<file path="src/rtl/phase_eye_cal_pkg.sv">
package phase_eye_cal_pkg;

   typedef enum logic [2:0] {
      ST_IDLE,
      ST_TEST,
      ST_STEP_WAIT,
      ST_MOVE,
      ST_PLAN,
      ST_DONE
   } cal_state_t;

   typedef enum logic [1:0] {
      SW_SEARCH,
      SW_LOWER,
      SW_UPPER
   } sweep_t;

endpackage

</file>
<file path="src/rtl/eye_word_matcher.sv">
module eye_word_matcher #(
   parameter int               WORD_W    = 7,
   parameter int               RUN_LEN   = 64,
   parameter bit               REG_INPUT = 1'b0,
   parameter logic [WORD_W-1:0] PATTERN  = 7'h63
) (
   input  logic              clk,
   input  logic              rst_n,
   input  logic              en_i,
   input  logic              clear_i,
   input  logic [WORD_W-1:0] word_i,
   input  logic              valid_i,
   output logic              pass_o,
   output logic              miss_o
);
   localparam int CNT_W = $clog2(RUN_LEN + 1);

   logic [WORD_W-1:0] s_word;
   logic              s_valid;
   logic [CNT_W-1:0]  run_cnt;

   generate
      if (REG_INPUT) begin : g_staged
         always_ff @(posedge clk) begin
            if (!rst_n || clear_i) begin
               s_word  <= '0;
               s_valid <= 1'b0;
            end else begin
               s_word  <= word_i;
               s_valid <= valid_i;
            end
         end
      end else begin : g_direct
         assign s_word  = word_i;
         assign s_valid = valid_i;
      end
   endgenerate

   always_ff @(posedge clk) begin
      if (!rst_n || clear_i) begin
         run_cnt <= '0;
         pass_o  <= 1'b0;
         miss_o  <= 1'b0;
      end else if (en_i && s_valid && !pass_o && !miss_o) begin
         if (s_word == PATTERN) begin
            run_cnt <= run_cnt + CNT_W'(1);
            if (run_cnt == CNT_W'(RUN_LEN - 1))
               pass_o <= 1'b1;
         end else begin
            miss_o <= 1'b1;
         end
      end
   end

endmodule

</file>
<file path="src/rtl/phase_step_tracker.sv">
module phase_step_tracker #(
   parameter int PH_W = 8
) (
   input  logic            clk,
   input  logic            rst_n,
   input  logic            req_i,
   input  logic            req_up_i,
   input  logic            ack_i,
   output logic            step_o,
   output logic            step_up_o,
   output logic            pending_o,
   output logic            stepped_o,
   output logic [PH_W-1:0] phase_o
);

   always_ff @(posedge clk) begin
      if (!rst_n) begin
         step_o    <= 1'b0;
         step_up_o <= 1'b0;
         pending_o <= 1'b0;
         stepped_o <= 1'b0;
         phase_o   <= '0;
      end else begin
         step_o    <= 1'b0;
         stepped_o <= 1'b0;
         if (pending_o) begin
            if (ack_i) begin
               pending_o <= 1'b0;
               stepped_o <= 1'b1;
               phase_o   <= step_up_o ? phase_o + PH_W'(1) : phase_o - PH_W'(1);
            end
         end else if (req_i) begin
            step_o    <= 1'b1;
            step_up_o <= req_up_i;
            pending_o <= 1'b1;
         end
      end
   end

endmodule

</file>
<file path="src/rtl/eye_sweep_ctrl.sv">
module eye_sweep_ctrl
   import phase_eye_cal_pkg::*;
#(
   parameter int PH_W      = 8,
   parameter int MIN_WIDTH = 8
) (
   input  logic            clk,
   input  logic            rst_n,
   input  logic            start_i,
   input  logic            pass_i,
   input  logic            miss_i,
   input  logic            stepped_i,
   input  logic [PH_W-1:0] cur_i,
   output logic            req_o,
   output logic            req_up_o,
   output logic            clear_o,
   output logic            test_en_o,
   output logic            busy_o,
   output logic            done_o,
   output logic            fail_o
);
   localparam int NPH = 1 << PH_W;
   localparam int CW  = PH_W + 1;

   cal_state_t      state;
   sweep_t          sweep;
   logic [PH_W-1:0] start_ph, good_ph, target;
   logic [CW-1:0]   cnt_lo, cnt_hi;
   logic            go_test, in_move, fail_q, req_q, req_up_q, clr_q;

   logic [CW-1:0]   width, half_w;
   logic [PH_W-1:0] lower, mid, diff;
   logic            move_up, verdict;

   // window geometry from the edge counters
   assign width   = cnt_lo + cnt_hi + CW'(1);
   assign half_w  = (width - CW'(1)) >> 1;
   assign lower   = good_ph - cnt_lo[PH_W-1:0];
   assign mid     = lower + half_w[PH_W-1:0];
   assign diff    = target - cur_i;
   assign move_up = ({1'b0, diff} <= CW'(NPH / 2));
   assign verdict = !clr_q && (pass_i || miss_i);

   assign req_o     = req_q;
   assign req_up_o  = req_up_q;
   assign clear_o   = clr_q;
   assign test_en_o = (state == ST_TEST);
   assign busy_o    = (state != ST_IDLE) && (state != ST_DONE);
   assign done_o    = (state == ST_DONE);
   assign fail_o    = (state == ST_DONE) && fail_q;

   always_ff @(posedge clk) begin
      if (!rst_n) begin
         state    <= ST_IDLE;
         sweep    <= SW_SEARCH;
         start_ph <= '0;
         good_ph  <= '0;
         target   <= '0;
         cnt_lo   <= '0;
         cnt_hi   <= '0;
         go_test  <= 1'b0;
         in_move  <= 1'b0;
         fail_q   <= 1'b0;
         req_q    <= 1'b0;
         req_up_q <= 1'b0;
         clr_q    <= 1'b0;
      end else begin
         req_q <= 1'b0;
         clr_q <= 1'b0;
         case (state)
            ST_IDLE: begin
               if (start_i) begin
                  start_ph <= cur_i;
                  sweep    <= SW_SEARCH;
                  cnt_lo   <= '0;
                  cnt_hi   <= '0;
                  fail_q   <= 1'b0;
                  clr_q    <= 1'b1;
                  state    <= ST_TEST;
               end
            end
            ST_TEST: begin
               if (verdict) begin
                  case (sweep)
                     SW_SEARCH: begin
                        if (pass_i) begin
                           good_ph  <= cur_i;
                           cnt_hi   <= '0;
                           sweep    <= SW_LOWER;
                           req_q    <= 1'b1;
                           req_up_q <= 1'b0;
                           in_move  <= 1'b0;
                           state    <= ST_STEP_WAIT;
                        end else if (cnt_hi == CW'(NPH - 1)) begin
                           fail_q  <= 1'b1;
                           target  <= start_ph;
                           go_test <= 1'b0;
                           state   <= ST_MOVE;
                        end else begin
                           cnt_hi   <= cnt_hi + CW'(1);
                           req_q    <= 1'b1;
                           req_up_q <= 1'b1;
                           in_move  <= 1'b0;
                           state    <= ST_STEP_WAIT;
                        end
                     end
                     SW_LOWER: begin
                        if (pass_i) begin
                           cnt_lo <= cnt_lo + CW'(1);
                           if (cnt_lo == CW'(NPH - 2)) begin
                              state <= ST_PLAN;
                           end else begin
                              req_q    <= 1'b1;
                              req_up_q <= 1'b0;
                              in_move  <= 1'b0;
                              state    <= ST_STEP_WAIT;
                           end
                        end else begin
                           sweep   <= SW_UPPER;
                           target  <= good_ph + PH_W'(1);
                           go_test <= 1'b1;
                           state   <= ST_MOVE;
                        end
                     end
                     default: begin
                        if (pass_i) begin
                           cnt_hi   <= cnt_hi + CW'(1);
                           req_q    <= 1'b1;
                           req_up_q <= 1'b1;
                           in_move  <= 1'b0;
                           state    <= ST_STEP_WAIT;
                        end else begin
                           state <= ST_PLAN;
                        end
                     end
                  endcase
               end
            end
            ST_PLAN: begin
               if (width < CW'(MIN_WIDTH)) begin
                  fail_q <= 1'b1;
                  target <= start_ph;
               end else begin
                  target <= mid;
               end
               go_test <= 1'b0;
               state   <= ST_MOVE;
            end
            ST_MOVE: begin
               if (cur_i == target) begin
                  if (go_test) begin
                     clr_q <= 1'b1;
                     state <= ST_TEST;
                  end else begin
                     state <= ST_DONE;
                  end
               end else begin
                  req_q    <= 1'b1;
                  req_up_q <= move_up;
                  in_move  <= 1'b1;
                  state    <= ST_STEP_WAIT;
               end
            end
            ST_STEP_WAIT: begin
               if (stepped_i) begin
                  if (in_move) begin
                     state <= ST_MOVE;
                  end else begin
                     clr_q <= 1'b1;
                     state <= ST_TEST;
                  end
               end
            end
            default: state <= ST_DONE;
         endcase
      end
   end

endmodule

</file>
<file path="src/rtl/phase_eye_cal.sv">
module phase_eye_cal #(
   parameter int                WORD_W    = 7,
   parameter int                PH_W      = 8,
   parameter int                RUN_LEN   = 64,
   parameter int                MIN_WIDTH = 8,
   parameter bit                REG_INPUT = 1'b0,
   parameter logic [WORD_W-1:0] PATTERN   = 7'h63
) (
   input  logic              clk,
   input  logic              rst_n,
   input  logic              start_i,
   input  logic [WORD_W-1:0] word_i,
   input  logic              word_valid_i,
   input  logic              step_ack_i,
   output logic              step_o,
   output logic              step_up_o,
   output logic [PH_W-1:0]   phase_o,
   output logic              done_o,
   output logic              fail_o,
   output logic              busy_o
);

   generate
      if (PH_W < 2 || PH_W > 12) begin : g_bad_ph_w
         $error("phase_eye_cal: PH_W out of range");
      end
      if (RUN_LEN < 1) begin : g_bad_run
         $error("phase_eye_cal: RUN_LEN must be positive");
      end
      if (MIN_WIDTH < 1 || MIN_WIDTH > (1 << PH_W)) begin : g_bad_min
         $error("phase_eye_cal: MIN_WIDTH out of range");
      end
      if (WORD_W < 1) begin : g_bad_word
         $error("phase_eye_cal: WORD_W must be positive");
      end
   endgenerate

   logic match_en, match_clr, match_pass, match_miss;
   logic step_req, step_req_up, step_pend, step_fin;

   eye_word_matcher #(
      .WORD_W   (WORD_W),
      .RUN_LEN  (RUN_LEN),
      .REG_INPUT(REG_INPUT),
      .PATTERN  (PATTERN)
   ) u_match (
      .clk    (clk),
      .rst_n  (rst_n),
      .en_i   (match_en),
      .clear_i(match_clr),
      .word_i (word_i),
      .valid_i(word_valid_i),
      .pass_o (match_pass),
      .miss_o (match_miss)
   );

   phase_step_tracker #(
      .PH_W(PH_W)
   ) u_step (
      .clk      (clk),
      .rst_n    (rst_n),
      .req_i    (step_req),
      .req_up_i (step_req_up),
      .ack_i    (step_ack_i),
      .step_o   (step_o),
      .step_up_o(step_up_o),
      .pending_o(step_pend),
      .stepped_o(step_fin),
      .phase_o  (phase_o)
   );

   eye_sweep_ctrl #(
      .PH_W     (PH_W),
      .MIN_WIDTH(MIN_WIDTH)
   ) u_ctrl (
      .clk      (clk),
      .rst_n    (rst_n),
      .start_i  (start_i),
      .pass_i   (match_pass),
      .miss_i   (match_miss),
      .stepped_i(step_fin && !step_pend),
      .cur_i    (phase_o),
      .req_o    (step_req),
      .req_up_o (step_req_up),
      .clear_o  (match_clr),
      .test_en_o(match_en),
      .busy_o   (busy_o),
      .done_o   (done_o),
      .fail_o   (fail_o)
   );

endmodule

</file>
<file path="config.mk">
export PLATFORM = sky130hd
export DESIGN_NAME = phase_eye_cal
export DESIGN_NICKNAME = d
export VERILOG_FILES = /design/src/rtl/phase_eye_cal_pkg.sv /design/src/rtl/eye_word_matcher.sv /design/src/rtl/phase_step_tracker.sv /design/src/rtl/eye_sweep_ctrl.sv /design/src/rtl/phase_eye_cal.sv
export SDC_FILE = /design/constraint.sdc
export NUM_CORES = 1
export LEC_CHECK = 0
export ABC_AREA = 1
export ABC_CLOCK_PERIOD_IN_PS = 4300
export BUFFER_PORTS_ARGS = -buffer_cell sky130_fd_sc_hd__buf_2
export CAP_MARGIN = 15
export CORE_MARGIN = 1.5
export CORE_UTILIZATION = 55
export DETAILED_ROUTE_END_ITERATION = 7
export GPL_TIMING_DRIVEN = 0
export PLACE_DENSITY = 0.73
export SETUP_SLACK_MARGIN = 0.3
export SYNTH_ARGS = -nofsm -noshare
export SYNTH_HDL_FRONTEND = slang
export SYNTH_SLANG_ARGS = --single-unit
</file>
<file path="constraint.sdc">
create_clock -name clk -period 4.3 [get_ports clk]
set_clock_uncertainty 0.1 [all_clocks]
set_input_delay 0.86 -clock clk [delete_from_list [all_inputs] [get_ports clk]]
set_output_delay 0.86 -clock clk [all_outputs]
set_load 0.05 [all_outputs]
</file>
==> summary.md, run 1 <==
| Metric | Value |
|---|---|
| Final setup viols | `0` |
| Multi-input gate area | `approximately 0.0032 mm²` |
| Syn_nets | `between 700 and 800` |
| Worst setup SP type | `flip-flop` |
| Via-per-instance ratio | `approximately 5.5` |
| Port Buf Inserts | `24` |
| Post-Route WL | `12.5 mm` |
| Worst Path Arrival | `3.96 ns` |
| DRC | `0` |
| Post-route ant nets | `0` |
| Setup slack after layout | `0.482 ns` |
| Type of the most critical hold path | `flip-flop to flip-flop` |
| GR Layer Usage met2 | `46.4%` |
| Root Buffer | `clkbuf_8` |
| Initial DRC count | `289` |
| Place WS | `roughly 0.11 ns` |
| Core Area | `0.00915 mm²` |
| Ys Warns | `0` |
| Pins over their slew limit | `0` |
| Num CTS Buffers | `9` |
| CP Class | `flip-flop to flip-flop` |
| Layout cells sized above 1 | `15.9%` |
| Largest fanout on the critical path | `5` |
| # diodes | `0` |
| Met1 Usage GRT | `32.4%` |
| Status | `completed` |
| Minimum clock period | `3.82 ns` |
| Worst stage delay on the critical path | `0.54 ns` |
| Layout area overhead | `12.9%` |
| WL/cell | `~14 µm` |
| Buf/Inv on CP | `4` |
| Largest net degree at the start of global routing | `13` |
| Post-synth ARST share | `0%` |
| Worst hold endpoint | `u_ctrl.fail_q` |
| Grt met3 use | `2.81%` |
| Grt ovf | `0` |
| Hpwl dp | `9.65 mm` |
| Fillers | `823` |
| Count of flip-flops with a built-in enable after synthesis | `0` |
| Period utilization | `88.8%` |
| Starting Density | `56.2%` |
| Ys flop type | `dfxtp_1` |
| Hold path cells | `2` |
| Crit-path cells | `inv_2, ha_4, fa_2, buf_4, xnor2_4, nand3b_1, nor2_2, nand2_1, xor2_1, inv_1, fa_1, ha_4, nand2_2, a21oi_2, a211oi_2, a21o_1, nand2_2, inv_1, nand2_2, nand3_4, nand2_2, a21oi_2` |
| Clk buf depth | `2` |
| I/O pin cnt | `25` |
| Worst r2r path cells | `22` |
| Slew @ Worst Pin | `0.545 ns` |
| Leading area contributor after synthesis | `dfxtp_1` |
| Die area | `0.00994 mm²` |
| Synth Cell Area | `0.00514 mm²` |
| H-tree depth | `3` |
| Vias in the first global route | `approximately 4,600` |
| Flops & latches, synth | `74` |
| RSZ-0062 raised after global routing | `true` |
| Lkg Pwr | `roughly 2.6 nW` |
| CP endpoint kind | `flip-flop` |
| Num rows | `35` |
| FF/Latch Area | `0.00149 mm²` |
| Worst setup path start | `u_ctrl.cnt_lo[0]` |
| Relative slew slack | `roughly 63%` |
| Final Util | `63.4%` |
| Initial antenna violation count | `0` |
| GR Util All Layers | `26.1%` |
| Clk sinks | `74` |
| Cells after Synth | `approximately 700` |
| Nets | `roughly 800` |
| Global routing's busiest layer | `met2` |
| Area share of the largest cell type after synthesis | `approximately 29%` |
| Endpoints failing hold | `0` |
| CP delay by family, top | `adder cells` |
| Reg clk slew, reported paths | `about 0.08 ns` |
| CTS Hold Buffers Added | `0` |
| Most frequent CP cell | `nand2_2` |
| Seq/Total Area, Yosys | `28.8%` |
| PwrDens | `around 900 mW/mm²` |
| Peak supply drop | `between 0.0004 and 0.0005 V` |
| Max-Cap Viols | `0` |
| First-pass GRT wire length | `20.9 mm` |
| TritonCTS clock tree | `built` |
| Hold Startpoint | `u_ctrl.fail_q` |
| R2R Path End | `u_ctrl.target[7]` |
| Maximum clock rate | `approximately 0.26 GHz` |
| Worst reg2reg startpoint | `u_ctrl.cnt_lo[0]` |
| WP data required | `4.44 ns` |
| Setup TNS | `0 ns` |
| Top post-synthesis cells by area | `dfxtp_1 29%, ha_1 8.8%, inv_1 8.3%` |
| Die Wd | `99.7 µm` |
| Netlist cell types | `56` |
| Initial DRT Pass Iterations | `7` |
| Critical-path top delay cell | `fa_1` |
| WP depth | `22` |
| Total power | `5.24 mW` |
| Die height | `99.7 µm` |
| Clk_lat worst skew | `roughly 0.36 ns` |
| Gpl congestion | `0.912` |
| Reg-to-reg slack, setup | `0.48 ns` |
| Syn avg cell area | `just over 7 µm²` |
| Vias | `4,805` |
## per-layer routing
metal	routed length (µm)	part of all wire, %	up-vias
met5	0	0	-
met4	315	2.5	0
met3	504	4.0	26
met2	6220	50	116
met1	5440	44	2230
li1	-	-	2433
## repair_timing
item,4_1_cts,5_1_grt
pin swaps,3,13
resized for setup,9,21
setup endpoints to repair,3,4
setup buffers,2,4
## registers in the layout (all words and copies together) (netlist names), 2 cells and up
signal           count
u_ctrl.good_ph       8
u_match.run_cnt      7
u_ctrl.cnt_hi        9
u_ctrl.target        8
u_ctrl.state         3
u_step.phase_o       8
u_ctrl.sweep         2
u_ctrl.cnt_lo        9
u_ctrl.start_ph      8
## layout make-up
| class | count | share of cell area (%) |
|---|---|---|
| well taps | 111 | 2.39 |
| inverters | 127 | 8.47 |
| plain buffers | 12 | 1.29 |
| flip-flops and latches | 74 | 25.6 |
| clock inverters | 5 | 1.79 |
| multi-input cells | 498 | 55.4 |
| clock buffers | 10 | 2.20 |
| repair buffers | 30 | 2.85 |
## cell usage in the layout, fill, tap and decap left out, types with 6 or more instances in the layout
master and instances:
nand2_2 8, nand3_1 22, a21oi_1 81, dfxtp_1 71
clkbuf_1 7, nand2_1 95, fa_1 8, nand4_1 7
xor2_1 24, inv_1 111, nor2_2 6, a211oi_1 8
ha_1 32, inv_2 12, o21ai_0 59, nor3_1 9
buf_4 6, a21oi_2 8, o21ai_1 11, buf_2 26
clkbuf_8 9, nor2_1 54
## how the worst max path moves through the flow
stage / to / slack [ns]
global placement: u_ctrl.target[7] / 0.21
finish: u_ctrl.target[7] / 0.48
global route: u_ctrl.target[7] / 0.26
detailed placement: u_ctrl.target[7] / 0.11
floorplan: u_ctrl.target[7] / 0.63
CTS: u_ctrl.target[7] / 0.25
## metrics by stage
| stage | instances | area (µm²) | hold WS, ns |
|---|---|---|---|
| finish | 867 | 5800 | 0.370 |
| global route | 867 | 5800 | 0.392 |
| CTS | 863 | 5690 | 0.370 |
| detailed placement | 846 | 5400 | 0.357 |
| global placement | 846 | 5400 | 0.356 |
| floorplan | 711 | 5140 | 0.337 |
## cells in the mapped netlist, types with 4 or more instances
master,number
o211ai_1,5
xnor2_1,7
nand4_1,7
a21oi_2,6
nand2_1,100
nor2_1,56
nor3_1,9
a21oi_1,83
dfxtp_1,74
inv_2,10
nor3b_1,5
inv_1,113
fa_1,9
nand3b_1,4
nor2_2,4
clkbuf_1,6
o21ai_0,60
ha_1,36
nand3_1,25
a211oi_1,9
xor2_1,24
o21ai_1,10
## kinds of logic after synthesis
logic type / after synthesis / share of synthesized area (%)
simple gates: 233 / 22.1
compound gates: 189 / 20.5
buf+inv: 139 / 11.0
flops: 74 / 28.8
fa+ha+maj: 45 / 12.3
xor+xnor: 31 / 5.28
## power by group
part	switching, mW	internal [mW]	leakage, nW	total (mW)
Clock	0.261	0.383	0.116	0.644
Sequential	0.143	0.832	0.603	0.974
Combinational	2.21	1.42	1.91	3.63
## tightest hold or removal path, stage by stage (launching register included)
cell and delay, ns:
dfxtp_1 0.30, inv_1 0.06, a21oi_1 0.06
Note: power is estimated with default switching activity, not from simulation.
==> run 2: changes to the inputs <==
--- a/config.mk
+++ b/config.mk
@@ -5,10 +5,8 @@
 export SDC_FILE = /design/constraint.sdc
 export NUM_CORES = 1
 export LEC_CHECK = 0
-export ABC_AREA = 1
 export ABC_CLOCK_PERIOD_IN_PS = 4300
 export BUFFER_PORTS_ARGS = -buffer_cell sky130_fd_sc_hd__buf_2
-export CAP_MARGIN = 15
 export CORE_MARGIN = 1.5
 export CORE_UTILIZATION = 55
 export DETAILED_ROUTE_END_ITERATION = 7
==> run 2 against run 1 <==
Effect of this change: core utilization is 2.8 points higher; critical path depth fell by 5; highest routed layer unchanged; first-iteration DRC count increased by 33%.
==> summary.md, run 2 <==
| Metric | Value |
|---|---|
| Total power | `3.68 mW (was 5.24 mW)` |
| Area share of the largest cell type after synthesis | `29.0% (was 28.8%)` |
| Maximum clock rate | `0.241 GHz (was 0.262 GHz)` |
| Top-count cell post-synth | `nor2_1 (was inv_1)` |
| # diodes | `0 (unchanged)` |
| Layout cells sized above 1 | `14.8% (was 15.9%)` |
| Layout area overhead | `14.7% (was 12.9%)` |
| Syn_nets | `689 (was 768)` |
| Endpoints failing hold | `0 (unchanged)` |
| Pins over their slew limit | `0 (unchanged)` |
| Worst Path Arrival | `4.31 ns (was 3.96 ns)` |
| Worst stage delay on the critical path | `0.59 ns (was 0.54 ns)` |
| CP Class | `flip-flop to flip-flop (unchanged)` |
| TritonCTS clock tree | `built (unchanged)` |
| Largest fanout on the critical path | `5 (unchanged)` |
| Largest net degree at the start of global routing | `14 (was 13)` |
| Place WS | `-0.0500 ns (was 0.112 ns)` |
| Setup slack after layout | `0.143 ns (was 0.482 ns)` |
| Max-Cap Viols | `0 (unchanged)` |
| Peak supply drop | `0.000597 V (was 0.000451 V)` |
| Num CTS Buffers | `9 (unchanged)` |
| Syn avg cell area | `8.08 µm² (was 7.23 µm²)` |
| Non-Filler Instances | `790 (was 867)` |
| First-pass GRT wire length | `21.5 mm (was 20.9 mm)` |
| Initial DRC count | `384 (was 289)` |
| Initial antenna violation count | `0 (unchanged)` |
| RSZ-0062 raised after global routing | `true (unchanged)` |
| Num rows | `34 (was 35)` |
| Clk buf depth | `2 (unchanged)` |
| Nets | `734 (was 809)` |
| Commonest non-fill, non-tap cell in the layout | `nor2_1 (was inv_1)` |
| Root Buffer | `clkbuf_8 (unchanged)` |
| Clk_lat worst skew | `0.36 ns (about the same)` |
| GR Util All Layers | `27.0% (was 26.1%)` |
| DRC | `0 (unchanged)` |
| Gpl congestion | `0.938 (was 0.912)` |
| Core Area | `0.00885 mm² (was 0.00915 mm²)` |
| Clk sinks | `74 (unchanged)` |
| WL/cell | `16.5 µm (was 14.4 µm)` |
| PwrDens | `628 mW/mm² (was 903 mW/mm²)` |
| Starting Density | `57.7% (was 56.2%)` |
| Hpwl dp | `9.64 mm (was 9.65 mm)` |
| Initial DRT Pass Iterations | `6 (was 7)` |
| Ys Warns | `0 (unchanged)` |
| Flops & latches, synth | `74 (unchanged)` |
| Reg clk slew, reported paths | `0.09 ns (was 0.08 ns)` |
| Die Wd | `99.3 µm (was 99.7 µm)` |
| Die height | `99.3 µm (was 99.7 µm)` |
| Critical-path top delay cell | `fa_1 (unchanged)` |
| Die area | `0.00987 mm² (was 0.00994 mm²)` |
| Relative slew slack | `22.4% (was 63.3%)` |
| WP data required | `4.45 ns (was 4.44 ns)` |
| Cells after Synth | `632 (was 711)` |
| Lkg Pwr | `2.27 nW (was 2.63 nW)` |
| Post-Route WL | `13.0 mm (was 12.5 mm)` |
| Post-synth ARST share | `0% (unchanged)` |
| Crit-path cells | `inv_4, ha_4, fa_2, nand2b_4, or3_1, a21oi_2, o211a_1, xor2_2, fa_1, ha_4, a21oi_2, o22ai_2, o31a_1, o32ai_2, xor2_1, xnor2_1, a31oi_1 (was inv_2, ha_4, fa_2, buf_4, xnor2_4, nand3b_1, nor2_2, nand2_1, xor2_1, inv_1, fa_1, ha_4, nand2_2, a21oi_2, a211oi_2, a21o_1, nand2_2, inv_1, nand2_2, nand3_4, nand2_2, a21oi_2)` |
| Via-per-instance ratio | `5.96 (was 5.54)` |
| Ys flop type | `dfxtp_1 (unchanged)` |
| Grt ovf | `0 (unchanged)` |
| Port Buf Inserts | `23 (was 24)` |
| Leading area contributor after synthesis | `dfxtp_1 (unchanged)` |
| H-tree depth | `3 (unchanged)` |
| Count of flip-flops with a built-in enable after synthesis | `0 (unchanged)` |
| I/O pin cnt | `25 (unchanged)` |
| Slew @ Worst Pin | `1.16 ns (was 0.545 ns)` |
| Commonest cells after routing, fill and taps aside | `82 x nor2_1, 66 x dfxtp_1, 53 x a21oi_1 (was 111 x inv_1, 95 x nand2_1, 81 x a21oi_1)` |
| Post-route ant nets | `0 (unchanged)` |
| Final Util | `66.2% (was 63.4%)` |
| Buf/Inv on CP | `1 (was 4)` |
| Worst setup SP type | `flip-flop (unchanged)` |
| Synth Cell Area | `0.00510 mm² (was 0.00514 mm²)` |
| Placed cell areas | `0.00539 mm² (was 0.00540 mm²)` |
| CP endpoint kind | `flip-flop (unchanged)` |
| Commonest cells post-synth | `82 x nor2_1, 74 x dfxtp_1, 58 x a21oi_1, 48 x nand2_1, 36 x ha_1 (was 113 x inv_1, 100 x nand2_1, 83 x a21oi_1, 74 x dfxtp_1, 60 x o21ai_0)` |
| Period utilization | `96.7% (was 88.8%)` |
| Final setup viols | `0 (unchanged)` |
| Vias | `4,710 (was 4,805)` |
| Vias in the first global route | `4,402 (was 4,601)` |
| Status | `completed (unchanged)` |
| Dpl cells | `763 (was 846)` |
| Top post-synthesis cells by area | `dfxtp_1 29%, ha_1 8.8%, nor2_1 6.0% (was dfxtp_1 29%, ha_1 8.8%, inv_1 8.3%)` |
| Type of the most critical hold path | `flip-flop to flip-flop (unchanged)` |
| CP delay by family, top | `adder cells (unchanged)` |
| Fin area | `0.00586 mm² (was 0.00580 mm²)` |
| Regs by FF count | `u_ctrl.cnt_hi: 9 flops, u_ctrl.cnt_lo: 9 flops (unchanged)` |
| Netlist cell types | `73 (was 56)` |
| Seq/Total Area, Yosys | `29.0% (was 28.8%)` |
| Minimum clock period | `4.16 ns (was 3.82 ns)` |
==> run 2: cell types whose count changed in the layout (fill, tap and decap cells not counted), sizes merged, moves of 10 or more <==
cell,before,now
a21oi,89,59
clkbuf,17,27
inv,123,36
nand2,105,48
nand2b,0,15
nor2,62,82
o21ai,73,13
xnor2,7,26
==> run 2: path summary, 6_finish.rpt <==
path,slack [ns],to,from,cells past startpoint
worst max-delay path,0.14,u_ctrl.target[7],u_ctrl.cnt_lo[0],17
worst min-delay path,0.37,u_ctrl.start_ph[0],u_ctrl.start_ph[0],2
worst max register to register,0.14,u_ctrl.target[7],u_ctrl.cnt_lo[0],17
worst min register to register,0.37,u_ctrl.start_ph[0],u_ctrl.start_ph[0],2
==> run 2: worst min-delay path, cell delays in order (launching register included) <==
cell,delay (ns)
dfxtp_1,0.32
nand2_1,0.05
a21oi_1,0.05
==> run 2: cell type report <==
cell class,instances,area (µm²)
clock inverter,6,90.1
buffer,23,98.8
tap,108,135
inverter,36,140
clock buffer,10,128
fill,761,2990
multi-input combinational,499,3560
timing repair buffer,34,198
sequential,74,1500
==> run 2: cells by family after synthesis <==
| group | after synthesis | synth area share (%) |
|---|---|---|
| simple gates | 251 | 24.8 |
| compound gates | 143 | 18.7 |
| flops | 74 | 29.0 |
| buf+inv | 59 | 4.58 |
| xor+xnor | 51 | 8.75 |
| fa+ha+maj | 45 | 12.4 |
| mux | 9 | 1.76 |
==> run 2: where the power goes <==
part	switching (mW)	internal, mW	leakage [nW]	total (mW)
Clock	0.276	0.329	0.107	0.605
Sequential	0.0622	0.758	0.603	0.820
Combinational	1.25	0.999	1.56	2.25
Total	1.59	2.09	2.27	3.68
==> run 2: timing repair <==
action	4_1_cts	5_1_grt
endpoints found under the setup margin	2	2
resized for setup	23	14
hold buffers	0	0
cloned	0	0
endpoints found under the hold margin	0	0
buffers inserted	5	6
pin swaps	15	15
==> run 2: per-layer routing <==
metal | routed length [µm] | track usage (%)
met3 | 613 | 4.01
met4 | 206 | 6.93
met2 | 6020 | 43.1
met1 | 6190 | 38.6
met5 | 0 | 0
==> run 2: through the flow <==
step / hold WS (ns) / TNS, ns
after floorplan: 0.349 / 0
after global placement: 0.364 / -0.0237
after detailed placement: 0.364 / -0.0500
after CTS: 0.375 / 0
after global routing: 0.388 / -0.0576
final: 0.374 / 0
==> run 3: changes to the inputs <==
--- a/config.mk
+++ b/config.mk
@@ -7,11 +7,13 @@
 export LEC_CHECK = 0
 export ABC_CLOCK_PERIOD_IN_PS = 4300
 export BUFFER_PORTS_ARGS = -buffer_cell sky130_fd_sc_hd__buf_2
+export CELL_PAD_IN_SITES_DETAIL_PLACEMENT = 1
+export CELL_PAD_IN_SITES_GLOBAL_PLACEMENT = 1
 export CORE_MARGIN = 1.5
-export CORE_UTILIZATION = 55
+export CORE_UTILIZATION = 47
 export DETAILED_ROUTE_END_ITERATION = 7
 export GPL_TIMING_DRIVEN = 0
-export PLACE_DENSITY = 0.73
+export PLACE_DENSITY_LB_ADDON = 0.1
 export SETUP_SLACK_MARGIN = 0.3
 export SYNTH_ARGS = -nofsm -noshare
 export SYNTH_HDL_FRONTEND = slang
==> run 3 against run 2 <==
Effect of this change: the flow now finishes with violations (negative setup slack); first-iteration DRC count down 28%; worst setup slack worse by 0.16 ns; final cell count up 4.1%; register-to-register slack worse by 0.16 ns; sequential share of layout area down 0.71 points; clock power down 5.5%; worst hold slack better by 0.012 ns; global-route usage up 0.24 points; core utilization down 8.3 points; combinational power up 20%; sequential power about the same; via count up 3.2%; critical path type unchanged; critical endpoint unchanged.
==> summary.md, run 3 (same netlist as run 2, synthesis figures left out) <==
| Metric | Value |
|---|---|
| Status | `finished, violations left (was completed)` |
| Failing checks | `negative setup slack` |
| Die Wd | `107 µm (was 99.3 µm)` |
| Worst Path Arrival | `4.46 ns (was 4.31 ns)` |
| Die height | `107 µm (was 99.3 µm)` |
| CP endpoint kind | `flip-flop (unchanged)` |
| RSZ-0062 raised after global routing | `true (unchanged)` |
| Setup slack after layout | `-0.0172 ns (was 0.143 ns)` |
| Num CTS Buffers | `9 (unchanged)` |
| Worst hold endpoint | `u_ctrl.start_ph[5] (was u_ctrl.start_ph[0])` |
| Worst reg2reg startpoint | `u_ctrl.cnt_lo[0] (unchanged)` |
| Hpwl dp | `11.4 mm (was 9.64 mm)` |
| Clk sinks | `74 (unchanged)` |
| Place WS | `-0.178 ns (was -0.0500 ns)` |
| Worst stage delay on the critical path | `0.60 ns (was 0.59 ns)` |
| Critical-path top delay cell | `fa_1 (unchanged)` |
| DRC | `0 (unchanged)` |
| H-tree depth | `3 (unchanged)` |
| Root Buffer | `clkbuf_8 (unchanged)` |
| Die area | `0.0115 mm² (was 0.00987 mm²)` |
| Commonest non-fill, non-tap cell in the layout | `nor2_1 (unchanged)` |
| Pins over their slew limit | `0 (unchanged)` |
| Combinational share of power | `66.0% (was 61.2%)` |
| Period utilization | `100% (was 96.7%)` |
| PwrDens | `678 mW/mm² (was 628 mW/mm²)` |
| Relative slew slack | `38.9% (was 22.4%)` |
| Initial DRC count | `275 (was 384)` |
| Sw Share | `44.2% (was 43.3%)` |
| Via-per-instance ratio | `5.91 (was 5.96)` |
| Post-route ant nets | `0 (unchanged)` |
| Clk_lat worst skew | `0.36 ns (about the same)` |
| Dpl cells | `791 (was 763)` |
| Peak supply drop | `0.000666 V (was 0.000597 V)` |
| CP delay by family, top | `adder cells (unchanged)` |
| Vias | `4,861 (was 4,710)` |
| Reg clk slew, reported paths | `0.09 ns (about the same)` |
| TritonCTS clock tree | `built (unchanged)` |
| Worst setup SP type | `flip-flop (unchanged)` |
| Largest net degree at the start of global routing | `13 (was 14)` |
| Hold path cells | `2 (unchanged)` |
| Core Area | `0.0104 mm² (was 0.00885 mm²)` |
| Vias in the first global route | `4,970 (was 4,402)` |
| Worst r2r path cells | `18 (was 17)` |
| GR Util All Layers | `27.3% (was 27.0%)` |
| Initial DRT Pass Iterations | `4 (was 6)` |
| Max-Cap Viols | `0 (unchanged)` |
| Post-Route WL | `15.7 mm (was 13.0 mm)` |
| Sequential share of power | `20.0% (was 22.3%)` |
| Fillers | `1,311 (was 761)` |
| Grt ovf | `0 (unchanged)` |
| Layout area overhead | `18.2% (was 14.7%)` |
| Internal | `2.28 mW (was 2.09 mW)` |
| Slew @ Worst Pin | `0.910 ns (was 1.16 ns)` |
| Commonest cells after routing, fill and taps aside | `80 x nor2_1, 66 x dfxtp_1, 53 x a21oi_1 (was 82 x nor2_1, 66 x dfxtp_1, 53 x a21oi_1)` |
| P_sw | `1.81 mW (was 1.59 mW)` |
| # diodes | `0 (unchanged)` |
| Hold Startpoint | `u_ctrl.start_ph[5] (was u_ctrl.start_ph[0])` |
| First-pass GRT wire length | `24.8 mm (was 21.5 mm)` |
| Crit-path cells | `inv_4, ha_4, fa_2, buf_4, buf_4, nand2b_1, o221ai_1, o211a_1, xor2_2, fa_1, ha_4, a21oi_4, o22ai_4, o31a_1, o32ai_2, xor2_1, xnor2_1, a31oi_1 (was inv_4, ha_4, fa_2, nand2b_4, or3_1, a21oi_2, o211a_1, xor2_2, fa_1, ha_4, a21oi_2, o22ai_2, o31a_1, o32ai_2, xor2_1, xnor2_1, a31oi_1)` |
| WL/cell | `19.0 µm (was 16.5 µm)` |
| Final setup viols | `1 (was 0)` |
| Reg-to-reg slack, setup | `-0.02 ns (was 0.14 ns)` |
| Non-Filler Instances | `822 (was 790)` |
| CP Class | `flip-flop to flip-flop (unchanged)` |
| Port Buf Inserts | `23 (unchanged)` |
| Maximum clock rate | `0.232 GHz (was 0.241 GHz)` |
| Initial antenna violation count | `0 (unchanged)` |
| Regs by FF count | `u_ctrl.cnt_hi: 9 flops, u_ctrl.cnt_lo: 9 flops (unchanged)` |
| R2R Path End | `u_ctrl.target[7] (unchanged)` |
| Layout cells sized above 1 | `17.3% (was 14.8%)` |
| Clock share of power | `14.0% (was 16.5%)` |
| Endpoints failing hold | `0 (unchanged)` |
| Type of the most critical hold path | `flip-flop to flip-flop (unchanged)` |
| Gpl congestion | `0.884 (was 0.938)` |
| Num rows | `37 (was 34)` |
| Largest fanout on the critical path | `3 (was 5)` |
| Minimum clock period | `4.32 ns (was 4.16 ns)` |
| Nets | `738 (was 734)` |
| Buf/Inv on CP | `3 (was 1)` |
| WP data required | `4.44 ns (was 4.45 ns)` |
| I/O pin cnt | `25 (unchanged)` |
| CTS Hold Buffers Added | `0 (unchanged)` |
| Starting Density | `49.0% (was 57.7%)` |
| Clk buf depth | `2 (unchanged)` |
| Lkg Pwr | `2.30 nW (was 2.27 nW)` |
## run 3: cell count changes in the layout (fill, tap and decap cells not counted), sizes merged
cell / previous run / this run
bufinv: 2 / 1
clkbuf: 27 / 29
clkinvlp: 1 / 2
buf: 40 / 44
inv: 36 / 35
clkinv: 3 / 2
## run 3: metrics by stage
| stage | area, µm² | utilization (%) | setup TNS, ns | power (mW) | hold slack [ns] |
|---|---|---|---|---|---|
| 2_1_floorplan | 5140 | - | 0 | 2.30 | 0.349 |
| 3_3_place_gp | 5430 | 52.1 | -0.0879 | 2.71 | 0.368 |
| 3_5_place_dp | 5430 | 52.1 | -0.178 | 2.78 | 0.375 |
| 4_1_cts | 5790 | 55.6 | 0 | 3.57 | 0.387 |
| 5_1_grt | 6030 | 57.9 | -0.163 | 4.35 | 0.413 |
| 6_report | 6030 | 57.9 | -0.0172 | 4.09 | 0.386 |
## run 3: routing by layer
layer | global-route usage, % | vias up | part of all wire (%)
li1 | - | 2333 | -
met1 | 36.5 | 2377 | 45
met2 | 46.0 | 132 | 48
met3 | 4.44 | 19 | 4.8
met4 | 6.19 | 0 | 1.4
met5 | 0 | - | 0
## run 3: final cells by class
type                    instances  area, µm²  area share (%)
plain buffers                  23       98.8            1.64
well taps                     136        170            2.82
flip-flops and latches         74       1500            24.9
clock buffers                  12        155            2.57
multi-input cells             499       3680            61.0
clock inverters                 4       50.0           0.830
inverters                      36        140            2.32
repair buffers                 38        235            3.90
## run 3: what timing repair did
item                                    CTS  global route
gates resized for setup                  23            38
setup buffers                             8             7
endpoints found under the setup margin    3             3
pin swaps                                16            19
## run 3: power groups by stage
| stage | Sequential, mW | Combinational (mW) | Clock [mW] |
|---|---|---|---|
| 2_1_floorplan | 0.847 | 1.45 | 0 |
| 3_3_place_gp | 0.834 | 1.87 | 0 |
| 3_5_place_dp | 0.837 | 1.94 | 0 |
| 4_1_cts | 0.818 | 2.17 | 0.581 |
| 5_1_grt | 0.827 | 2.92 | 0.611 |
| 6_report | 0.818 | 2.70 | 0.572 |
## run 3: worst reg2reg max path, stage by stage, from the launching register on
cell,delay [ns]
dfxtp_4,0.37
inv_4,0.05
ha_4,0.16
fa_2,0.36
buf_4,0.14
buf_4,0.12
nand2b_1,0.16
o221ai_1,0.18
o211a_1,0.23
xor2_2,0.18
fa_1,0.60
ha_4,0.23
a21oi_4,0.14
o22ai_4,0.09
o31a_1,0.27
o32ai_2,0.25
xor2_1,0.12
xnor2_1,0.32
a31oi_1,0.14
## run 3: worst max path at each step
stage,from,end,cells past startpoint
2_1_floorplan,u_ctrl.cnt_lo[0],u_ctrl.target[7],17
6_report,u_ctrl.cnt_lo[0],u_ctrl.target[7],18
3_5_place_dp,u_ctrl.cnt_lo[0],u_ctrl.target[7],17
4_1_cts,u_ctrl.cnt_lo[0],u_ctrl.target[7],17
5_1_grt,u_ctrl.cnt_hi[0],u_ctrl.target[7],19
3_3_place_gp,u_ctrl.cnt_lo[0],u_ctrl.target[7],17
